==> src/rtl/svec_pkg.sv <==
package svec_pkg;
  localparam int IDX_W   = 5;
  localparam int OFF_W   = 3;
  localparam int BANK_W  = IDX_W - OFF_W;
  localparam int LEN_LSB = 16;
  localparam int LEN_W   = 3;
  localparam int STR_LSB = 20;
  localparam int STR_W   = 2;

  typedef struct packed {
    logic load;
    logic step;
  } seqStrobes_t;
endpackage

==> src/rtl/svec_cfg_reg.sv <==
module svec_cfg_reg
  import svec_pkg::*;
#(
  parameter int CFG_W  = 32,
  parameter int RD_LAT = 2,
  parameter int WR_LAT = 4
) (
  input  logic             clk,
  input  logic             rstN,
  input  logic             wrEn,
  input  logic [CFG_W-1:0] wrData,
  input  logic             rdEn,
  output logic             rdValid,
  output logic [CFG_W-1:0] rdData,
  output logic [LEN_W-1:0] lenCode,
  output logic [STR_W-1:0] strideCode
);
  localparam int WR_STAGES = WR_LAT - 1;

  logic [CFG_W-1:0]     cfgQ;
  logic [WR_STAGES-1:0] wrV;
  logic [CFG_W-1:0]     wrD [WR_STAGES];
  logic [RD_LAT-1:0]    rdV;
  logic [CFG_W-1:0]     rdD [RD_LAT];

  // write path: the word lands WR_LAT edges after the request
  always_ff @(posedge clk) begin
    if (!rstN) begin
      cfgQ <= '0;
      for (int i = 0; i < WR_STAGES; i++) begin
        wrV[i] <= 1'b0;
        wrD[i] <= '0;
      end
    end else begin
      wrV[0] <= wrEn;
      wrD[0] <= wrData;
      for (int i = 1; i < WR_STAGES; i++) begin
        wrV[i] <= wrV[i-1];
        wrD[i] <= wrD[i-1];
      end
      if (wrV[WR_STAGES-1]) cfgQ <= wrD[WR_STAGES-1];
    end
  end

  // read path: snapshot taken at the request edge
  always_ff @(posedge clk) begin
    if (!rstN) begin
      for (int i = 0; i < RD_LAT; i++) begin
        rdV[i] <= 1'b0;
        rdD[i] <= '0;
      end
    end else begin
      rdV[0] <= rdEn;
      rdD[0] <= cfgQ;
      for (int i = 1; i < RD_LAT; i++) begin
        rdV[i] <= rdV[i-1];
        rdD[i] <= rdD[i-1];
      end
    end
  end

  assign rdValid    = rdV[RD_LAT-1];
  assign rdData     = rdD[RD_LAT-1];
  assign lenCode    = cfgQ[LEN_LSB +: LEN_W];
  assign strideCode = cfgQ[STR_LSB +: STR_W];

  assert_wr_latency_R8: assert property (@(posedge clk) disable iff (!rstN)
    (cfgQ != $past(cfgQ)) |-> $past(wrEn, WR_LAT));

  assert_rd_latency_R9: assert property (@(posedge clk) disable iff (!rstN)
    rdValid |-> ($past(rdEn, RD_LAT) && rdData == $past(cfgQ, RD_LAT)));
endmodule

==> src/rtl/svec_ctrl.sv <==
module svec_ctrl
  import svec_pkg::*;
(
  input  logic             clk,
  input  logic             rstN,
  input  logic             issueValid,
  input  logic             dstScalar,
  input  logic [LEN_W-1:0] lenCode,
  output seqStrobes_t      strobes,
  output logic             busy,
  output logic             lastElem
);
  localparam logic [LEN_W-1:0] ONE = LEN_W'(1);

  logic             busyQ;
  logic [LEN_W-1:0] remain;

  assign strobes.load = issueValid && !busyQ;
  assign strobes.step = busyQ && (remain != '0);
  assign busy         = busyQ;
  assign lastElem     = busyQ && (remain == '0);

  always_ff @(posedge clk) begin
    if (!rstN) begin
      busyQ  <= 1'b0;
      remain <= '0;
    end else if (strobes.load) begin
      busyQ  <= 1'b1;
      remain <= dstScalar ? '0 : lenCode;
    end else if (busyQ) begin
      if (remain == '0) busyQ <= 1'b0;
      else              remain <= remain - ONE;
    end
  end

  assert_countdown_R2: assert property (@(posedge clk) disable iff (!rstN)
    (busyQ && remain != '0) |=> (busyQ && remain == $past(remain) - ONE));

  assert_scalar_single_R5: assert property (@(posedge clk) disable iff (!rstN)
    (issueValid && !busyQ && dstScalar) |=> (busyQ && lastElem));

  assert_finish_R2: assert property (@(posedge clk) disable iff (!rstN)
    lastElem |=> !busyQ);
endmodule

==> src/rtl/svec_datapath.sv <==
module svec_datapath
  import svec_pkg::*;
(
  input  logic             clk,
  input  logic             rstN,
  input  seqStrobes_t      strobes,
  input  logic [STR_W-1:0] strideCode,
  input  logic [IDX_W-1:0] dstIdx,
  input  logic [IDX_W-1:0] srcAIdx,
  input  logic [IDX_W-1:0] srcBIdx,
  output logic [IDX_W-1:0] elemDst,
  output logic [IDX_W-1:0] elemSrcA,
  output logic [IDX_W-1:0] elemSrcB
);
  logic [OFF_W-1:0] stepAmt;
  logic             bScalar;
  logic [IDX_W-1:0] curIdx [3];
  logic [IDX_W-1:0] baseIdx [3];

  assign baseIdx[0] = dstIdx;
  assign baseIdx[1] = srcAIdx;
  assign baseIdx[2] = srcBIdx;

  always_ff @(posedge clk) begin
    if (!rstN) begin
      stepAmt <= OFF_W'(1);
      bScalar <= 1'b0;
    end else if (strobes.load) begin
      stepAmt <= (strideCode == '1) ? OFF_W'(2) : OFF_W'(1);
      bScalar <= (srcBIdx[IDX_W-1:OFF_W] == '0);
    end
  end

  // one index channel per operand; the second source may be frozen
  for (genvar g = 0; g < 3; g++) begin : gChan
    logic hold;
    assign hold = (g == 2) && bScalar;
    always_ff @(posedge clk) begin
      if (!rstN) begin
        curIdx[g] <= '0;
      end else if (strobes.load) begin
        curIdx[g] <= baseIdx[g];
      end else if (strobes.step && !hold) begin
        curIdx[g] <= {curIdx[g][IDX_W-1:OFF_W], curIdx[g][OFF_W-1:0] + stepAmt};
      end
    end
  end

  assign elemDst  = curIdx[0];
  assign elemSrcA = curIdx[1];
  assign elemSrcB = curIdx[2];

  assert_bank_fixed_R3: assert property (@(posedge clk) disable iff (!rstN)
    strobes.step |=> (elemDst[IDX_W-1:OFF_W] == $past(elemDst[IDX_W-1:OFF_W]) &&
                      elemSrcA[IDX_W-1:OFF_W] == $past(elemSrcA[IDX_W-1:OFF_W])));

  assert_stride_step_R3: assert property (@(posedge clk) disable iff (!rstN)
    strobes.step |=> ((elemDst[OFF_W-1:0] - $past(elemDst[OFF_W-1:0])) == 3'd1 ||
                      (elemDst[OFF_W-1:0] - $past(elemDst[OFF_W-1:0])) == 3'd2));

  assert_scalar_b_R4: assert property (@(posedge clk) disable iff (!rstN)
    (strobes.step && elemSrcB[IDX_W-1:OFF_W] == '0) |=> $stable(elemSrcB));

  assert_hold_idle_R7: assert property (@(posedge clk) disable iff (!rstN)
    (!strobes.load && !strobes.step) |=> ($stable(elemDst) && $stable(elemSrcA)));
endmodule

==> src/rtl/svec_sequencer.sv <==
module svec_sequencer
  import svec_pkg::*;
#(
  parameter int CFG_W  = 32,
  parameter int RD_LAT = 2,
  parameter int WR_LAT = 4
) (
  input  logic             clk,
  input  logic             rstN,
  input  logic             issueValid,
  input  logic [4:0]       issueDst,
  input  logic [4:0]       issueSrcA,
  input  logic [4:0]       issueSrcB,
  input  logic             cfgWrEn,
  input  logic [CFG_W-1:0] cfgWrData,
  input  logic             cfgRdEn,
  output logic             cfgRdValid,
  output logic [CFG_W-1:0] cfgRdData,
  output logic             elemValid,
  output logic [4:0]       elemDst,
  output logic [4:0]       elemSrcA,
  output logic [4:0]       elemSrcB,
  output logic             elemLast,
  output logic             busy
);
  logic [LEN_W-1:0] lenCode;
  logic [STR_W-1:0] strideCode;
  seqStrobes_t      strobes;
  logic             dstScalar;

  assign dstScalar = (issueDst[IDX_W-1:OFF_W] == '0);

  svec_cfg_reg #(.CFG_W(CFG_W), .RD_LAT(RD_LAT), .WR_LAT(WR_LAT)) uCfg (
    .clk(clk), .rstN(rstN), .wrEn(cfgWrEn), .wrData(cfgWrData),
    .rdEn(cfgRdEn), .rdValid(cfgRdValid), .rdData(cfgRdData),
    .lenCode(lenCode), .strideCode(strideCode)
  );

  svec_ctrl uCtrl (
    .clk(clk), .rstN(rstN), .issueValid(issueValid), .dstScalar(dstScalar),
    .lenCode(lenCode), .strobes(strobes), .busy(busy), .lastElem(elemLast)
  );

  svec_datapath uDp (
    .clk(clk), .rstN(rstN), .strobes(strobes), .strideCode(strideCode),
    .dstIdx(issueDst), .srcAIdx(issueSrcA), .srcBIdx(issueSrcB),
    .elemDst(elemDst), .elemSrcA(elemSrcA), .elemSrcB(elemSrcB)
  );

  assign elemValid = busy;
endmodule

==> config.mk <==
export PLATFORM = sky130hd
export DESIGN_NAME = svec_sequencer
export DESIGN_NICKNAME = d
export VERILOG_FILES = /design/src/rtl/svec_pkg.sv /design/src/rtl/svec_cfg_reg.sv /design/src/rtl/svec_ctrl.sv /design/src/rtl/svec_datapath.sv /design/src/rtl/svec_sequencer.sv
export SDC_FILE = /design/constraint.sdc
export NUM_CORES = 1
export LEC_CHECK = 0
export BUFFER_PORTS_ARGS = -buffer_cell sky130_fd_sc_hd__buf_2
export CAP_MARGIN = 10
export CORE_MARGIN = 1.5
export CORE_UTILIZATION = 35
export CTS_BUF_LIST = sky130_fd_sc_hd__clkbuf_8
export DETAILED_ROUTE_END_ITERATION = 8
export HOLD_SLACK_MARGIN = 0.15
export PLACE_DENSITY_LB_ADDON = 0.05
export SYNTH_ARGS = -nofsm -noshare
export SYNTH_HDL_FRONTEND = slang
export SYNTH_SLANG_ARGS = --single-unit
==> constraint.sdc <==
create_clock -name clk -period 1.7 [get_ports clk]
set_input_delay 0.51 -clock clk [delete_from_list [all_inputs] [get_ports clk]]
set_output_delay 0.51 -clock clk [all_outputs]
set_load 0.05 [all_outputs]
==> results_dict.tcl, run 1 <==
set metrics [dict create \
    synth-main-ff-cell "dfxtp_1" \
    powerDensity_nw_per_um2 1290 \
    nets 745 \
    synth_warnings 0 \
    critPathRequiredTime_ns 1.19 \
    max-cap-violations 0 \
    grt_pass1_vias 3663 \
    wl_per_cell_microns 11.5 \
    critPathTopFamily "flip-flops" \
    min_period_over_period_pct 110 \
    crit_type "reg2out" \
    clock_skew_ns 0.0127 \
    seq_area_sq_um 4540 \
    io_pins 103 \
    final_cells 978 \
    multi_input_area_sq_um 2090 \
    grt_use_total_pct 10.9 \
    worstPathArrival_ns 1.36 \
    rsz0062_at_grt "yes" \
    maxSlewViolCount 0 \
    cp_slowest_cell "dfxtp_2" \
    cp-start-kind "register" \
    crit_buf_inv 2 \
    dp_hpwl_mm 7.10 \
    avgSynthCellArea_sq_um 11.9 \
    p_leak_nw 3.62 \
    final.setup.tns_ns -0.187 \
    area.growth.synth_to_final_pct 21.3 \
    worst-path-max-fanout 2 \
    grt_max_degree 75 \
    die_w_microns 145 \
    synth.distinct_cells 33 \
    cts-htree-levels 2 \
    slew_headroom_pct 66.0 \
    hold_viol_final 0 \
    synth-simple-area-share_pct 20.2 \
    synthMuxAreaShare_pct 4.70 \
    holdWs_ns 0.210 \
    ant_nets 0 \
    syn_area_sq_um 7030 \
    grt-ovfl-total 0 \
    syn_inst 592 \
    drive_above_1_share_pct 26.8 \
    drt_wl_total_mm 11.3 \
    num-fill-cells 1896 \
    port_buffers 102 \
    drc 0 \
    gp_congestion 0.734 \
    clk_pin_slew_ns 0.06 \
    place_worst_setup_slack_ns 0.0666 \
    tightest_slew_ns 0.511 \
    yosysSeqAreaShare_pct 64.5 \
    clock_path_buffers 3 \
    rows 51 \
    synthAdderAreaFrac_pct 1.74 \
    synth_top_family_by_area "simple AND/OR/NAND/NOR gates" \
    placed_cell_area_sq_um 7570 \
    critical-path-max-stage-delay_ns 0.32 \
    holdPathStages 2 \
    clockRootBuffer "clkbuf_8" \
    async_reset_ff_share_pct 0 \
    grt_antenna_before_repair 0 \
    vias 3786 \
    place_inst 901 \
    firstDrtPassIters 4 \
    cts_tree "yes" \
    worst_slack_ns -0.174 \
    die_y_microns 145 \
    reg2reg_depth 8 \
    dieArea_sq_um 20900 \
    hp-class "in2reg" \
    violations "setup timing" \
    core_sq_um 19600 \
    synth_edf_count 15 \
    cts_buffers 38 \
    period_needed_ns 1.87 \
    synth_seq_cells 219 \
    synth_nets 652 \
    cts.sinks 219 \
    synth-compound-area-share_pct 2.08 \
    clock_latency_ns 0.50 \
    cp.depth 5 \
    drt-initial-drc-count 107 \
    end_kind "primary output" \
    outcome "finished, violations left" \
    finalSetupViolCount 4 \
    cp_cell_sequence "inv_2, ha_4, nand2b_4, nor2_4, buf_8" \
    holdBufCountCts 0 \
    initial_utilization_pct 35.9 \
    vias_per_cell 3.87 \
    max_freq_mhz 533 \
    antenna_cells 0 \
    ir_drop_mv 0.421 \
    grt_pass1_wl_mm 17.8 \
    synth_xor_area_share_pct 0.374 \
    design_area_sq_um 8520 \
]
==> where the power goes <==
group | switching, mW | internal (mW) | total, mW
registers | 0.0560 | 5.35 | 5.41
logic | 0.414 | 0.297 | 0.711
clock network | 1.97 | 2.93 | 4.90
==> cells in the mapped netlist, drive strengths merged (2+ instances only) <==
cell | number | area [sq um]
nand3 | 2 | 10.0
mux2i | 33 | 330
nand2 | 12 | 45.0
o21ai | 9 | 45.0
nor2 | 3 | 11.3
and2 | 172 | 1080
o21a | 2 | 15.0
fa | 3 | 60.1
edfxtp | 15 | 450
nor3 | 3 | 15.0
nand2b | 3 | 18.8
ha | 5 | 62.6
clkbuf | 20 | 75.1
dfxtp | 204 | 4080
buf | 44 | 337
nor2b | 34 | 213
xor2 | 2 | 17.5
inv | 10 | 37.5
a22o | 4 | 35.0
==> flip-flops by register name, summed over array words and instances (netlist names) <==
name,count
uCtrl.busy,1
uCfg.rdV,2
uDp.stepAmt,2
uCfg.cfgQ,32
uDp.curIdx,15
uCtrl.remain,3
uDp.bScalar,1
uCfg.wrD,96
uCfg.rdD,64
uCfg.wrV,3
==> cells by family after synthesis <==
kind of cell | after synthesis
xor gates and xnor gates | 3
and+or+nand+nor | 233
AOI/OAI and AO/OA | 22
DFF | 219
adders and majority gates | 8
buffers and inverters | 74
muxes | 33
==> timing repair <==
item                       in CTS  in global routing
resized for setup              16                 10
pin swaps                       2                  2
setup endpoints to repair       4                  7
buffers inserted                5                  4
==> metrics by stage <==
stage	power, mW	utilization, %
final	11.0	43.5
after CTS	11.2	43.3
after global placement	6.13	38.6
after floorplan	5.97	-
after detailed placement	6.15	38.6
after global routing	11.6	43.5
==> routing by layer <==
layer	routed length [microns]	vias up	track usage (%)
met4	286	0	5.26
met2	4230	114	14.4
met5	0	-	0
li1	-	2023	-
met3	783	21	3.78
met1	5990	1628	15.5
==> area by class of cell <==
| class | instances | share of cell area, % |
|---|---|---|
| Clock buffer | 50 | 8.07 |
| Clock inverter | 18 | 1.51 |
| Inverter | 10 | 0.440 |
| Multi-Input combinational cell | 299 | 24.5 |
| Sequential cell | 219 | 53.3 |
| Tap cell | 265 | 3.89 |
| Timing Repair Buffer | 117 | 8.32 |
==> placed cells by master (no fill, tap or decap), types with 2 or more instances in the layout <==
| master | instances |
|---|---|
| a22o_1 | 4 |
| and2_1 | 172 |
| buf_12 | 3 |
| buf_2 | 93 |
| buf_4 | 16 |
| buf_8 | 3 |
| bufinv_16 | 2 |
| clkbuf_8 | 50 |
| clkinv_2 | 4 |
| dfxtp_1 | 201 |
| dfxtp_2 | 2 |
| edfxtp_1 | 15 |
| fa_2 | 3 |
| ha_2 | 3 |
| inv_1 | 16 |
| inv_2 | 5 |
| mux2i_1 | 33 |
| nand2_1 | 12 |
| nand2b_1 | 2 |
| nand3_1 | 2 |
| nor2_1 | 2 |
| nor2b_1 | 34 |
| nor3_1 | 3 |
| o21a_1 | 2 |
| o21ai_0 | 5 |
| o21ai_1 | 4 |
| xor2_1 | 2 |
==> path summary, 6_finish.rpt <==
kind	slack, ns	startpoint	end
max	-0.17	uCtrl.remain[0]	elemLast
min	0.21	cfgWrData[0]	uCfg.wrD[0][0]
max reg2reg	-0.01	uCtrl.remain[0]	uDp.curIdx[0][0]
min reg2reg	0.42	uCfg.wrD[1][0]	uCfg.wrD[2][0]
==> worst reg2reg max path, delay by kind of cell, from the launching register on <==
kind | cells | cell delay, ns
and+or+nand+nor | 2 | 0.44
buffers and inverters | 4 | 0.36
DFF | 1 | 0.32
AOI/OAI and AO/OA | 1 | 0.19
adders and majority gates | 1 | 0.16
(Power assumes the default switching activity.)
==> run 2: changes to the inputs <==
--- a/config.mk
+++ b/config.mk
@@ -13,6 +13,7 @@
 export DETAILED_ROUTE_END_ITERATION = 8
 export HOLD_SLACK_MARGIN = 0.15
 export PLACE_DENSITY_LB_ADDON = 0.05
+export SKIP_CTS_REPAIR_TIMING = 1
 export SYNTH_ARGS = -nofsm -noshare
 export SYNTH_HDL_FRONTEND = slang
 export SYNTH_SLANG_ARGS = --single-unit
==> results_dict.tcl, run 2 (same netlist as run 1, synthesis figures left out) <==
set metrics [dict create \
    period_needed_ns 1.91 \
    cp_slowest_cell "dfxtp_2" \
    worstPathArrival_ns 1.40 \
    drive_above_1_share_pct 26.3 \
    vias_per_cell 3.87 \
    dp_hpwl_mm 7.10 \
    min_period_over_period_pct 112 \
    critical-path-max-stage-delay_ns 0.32 \
    crit_type "reg2out" \
    place_worst_setup_slack_ns 0.0666 \
    drc 0 \
    cp_cell_sequence "inv_2, ha_4, nand2b_4, nor2_4, buf_8" \
    port_buffers 102 \
    end_kind "primary output" \
    die_w_microns 145 \
    holdWs_ns 0.209 \
    antenna_cells 0 \
    cts.sinks 219 \
    clkPwrFrac_pct 44.6 \
    hold_viol_final 0 \
    grt-ovfl-total 0 \
    clock_latency_ns 0.50 \
    grt_pass1_wl_mm 17.6 \
    worst_slack_ns -0.210 \
    area.growth.synth_to_final_pct 20.7 \
    place_inst 901 \
    vias 3762 \
    nets 740 \
    clk_pin_slew_ns 0.06 \
    max-cap-violations 0 \
    drt_wl_total_mm 11.2 \
    largest_register_ffs 96 \
    powerDensity_nw_per_um2 1300 \
    finalSetupViolCount 1 \
    critPathRequiredTime_ns 1.19 \
    outcome "finished, violations left" \
    dieArea_sq_um 20900 \
    hp-class "in2reg" \
    p_leak_nw 3.60 \
    cts_buffers 38 \
    drt-initial-drc-count 109 \
    placed_cell_area_sq_um 7570 \
    firstDrtPassIters 4 \
    p_int_mw 8.56 \
    seq_power_share_pct 49.2 \
    cts-htree-levels 2 \
    final_common_cell "dfxtp_1" \
    clock_skew_ns 0.0131 \
    clockRootBuffer "clkbuf_8" \
    share_comb_of_total_power_pct 6.2 \
    io_pins 103 \
    regMostFlops "uCfg.wrD" \
    worst-path-max-fanout 3 \
    fin_util_pct 43.3 \
    reg.largest.list "uCfg.wrD x96, uCfg.rdD x64, uCfg.cfgQ x32" \
    slew_headroom_pct 65.5 \
    netSwitchingFraction_pct 22.1 \
    cts_tree "yes" \
    grt_pass1_vias 3614 \
    layout_common_cells "dfxtp_1, and2_1, buf_2, clkbuf_8, nor2b_1" \
    tightest_slew_ns 0.517 \
    die_y_microns 145 \
    clock_path_buffers 3 \
    rows 51 \
    violations "setup timing" \
    cp-start-kind "register" \
    maxSlewViolCount 0 \
    crit_buf_inv 2 \
    critPathTopFamily "flip-flops" \
    initial_utilization_pct 35.9 \
    ir_drop_mv 0.420 \
    grt_use_total_pct 10.7 \
    max_freq_mhz 524 \
    num-fill-cells 1903 \
    rsz0062_at_grt "yes" \
    gp_congestion 0.734 \
    final_cells 973 \
    wl_per_cell_microns 11.5 \
    core_sq_um 19600 \
    design_area_sq_um 8480 \
    grt_antenna_before_repair 0 \
    ant_nets 0 \
    grt_max_degree 75 \
    power.switching_mw 2.43 \
]
run 2: area by class of cell:
cell class | instances | area (sq um) | share of cell area [%]
clock buffers | 50 | 688 | 8.11
clock inverters | 18 | 129 | 1.52
inverters | 10 | 37.5 | 0.443
multi-input cells | 299 | 2090 | 24.6
flip-flops and latches | 219 | 4540 | 53.5
well taps | 265 | 332 | 3.91
repair buffers | 112 | 668 | 7.88
run 2: power groups by stage:
stage / sequential (mW) / clock [mW] / combinational, mW
6_report: 5.41 / 4.90 / 0.684
3_5_place_dp: 5.52 / 0 / 0.628
3_3_place_gp: 5.51 / 0 / 0.614
2_1_floorplan: 5.65 / 0 / 0.324
5_1_grt: 5.42 / 5.36 / 0.748
4_1_cts: 5.41 / 5.09 / 0.630
run 2: path summary, 6_finish.rpt:
| path | from | endpoint | slack, ns | cells after the start |
|---|---|---|---|---|
| min | cfgWrData[0] | uCfg.wrD[0][0] | 0.21 | 2 |
| max | uCtrl.remain[0] | elemLast | -0.21 | 5 |
| min reg2reg | uCfg.wrD[1][0] | uCfg.wrD[2][0] | 0.42 | 1 |
| max reg2reg | uDp.stepAmt[0] | uDp.curIdx[2][2] | 0.15 | 5 |
run 2: per-stage QoR:
step | setup TNS (ns) | power, mW
floorplan | -0.458 | 5.97
global placement | 0 | 6.13
detailed placement | 0 | 6.15
CTS | -0.937 | 11.1
global route | -0.337 | 11.5
finish | -0.210 | 11.0
run 2: per-layer routing:
layer	vias to the layer above	wire length, microns	share of wire [%]	GRT usage (%)
met4	0	283	2.5	5.26
li1	2012	-	-	-
met5	-	0	0	0
met2	117	4150	37	14.0
met1	1612	5980	54	15.5
met3	21	743	6.7	3.78
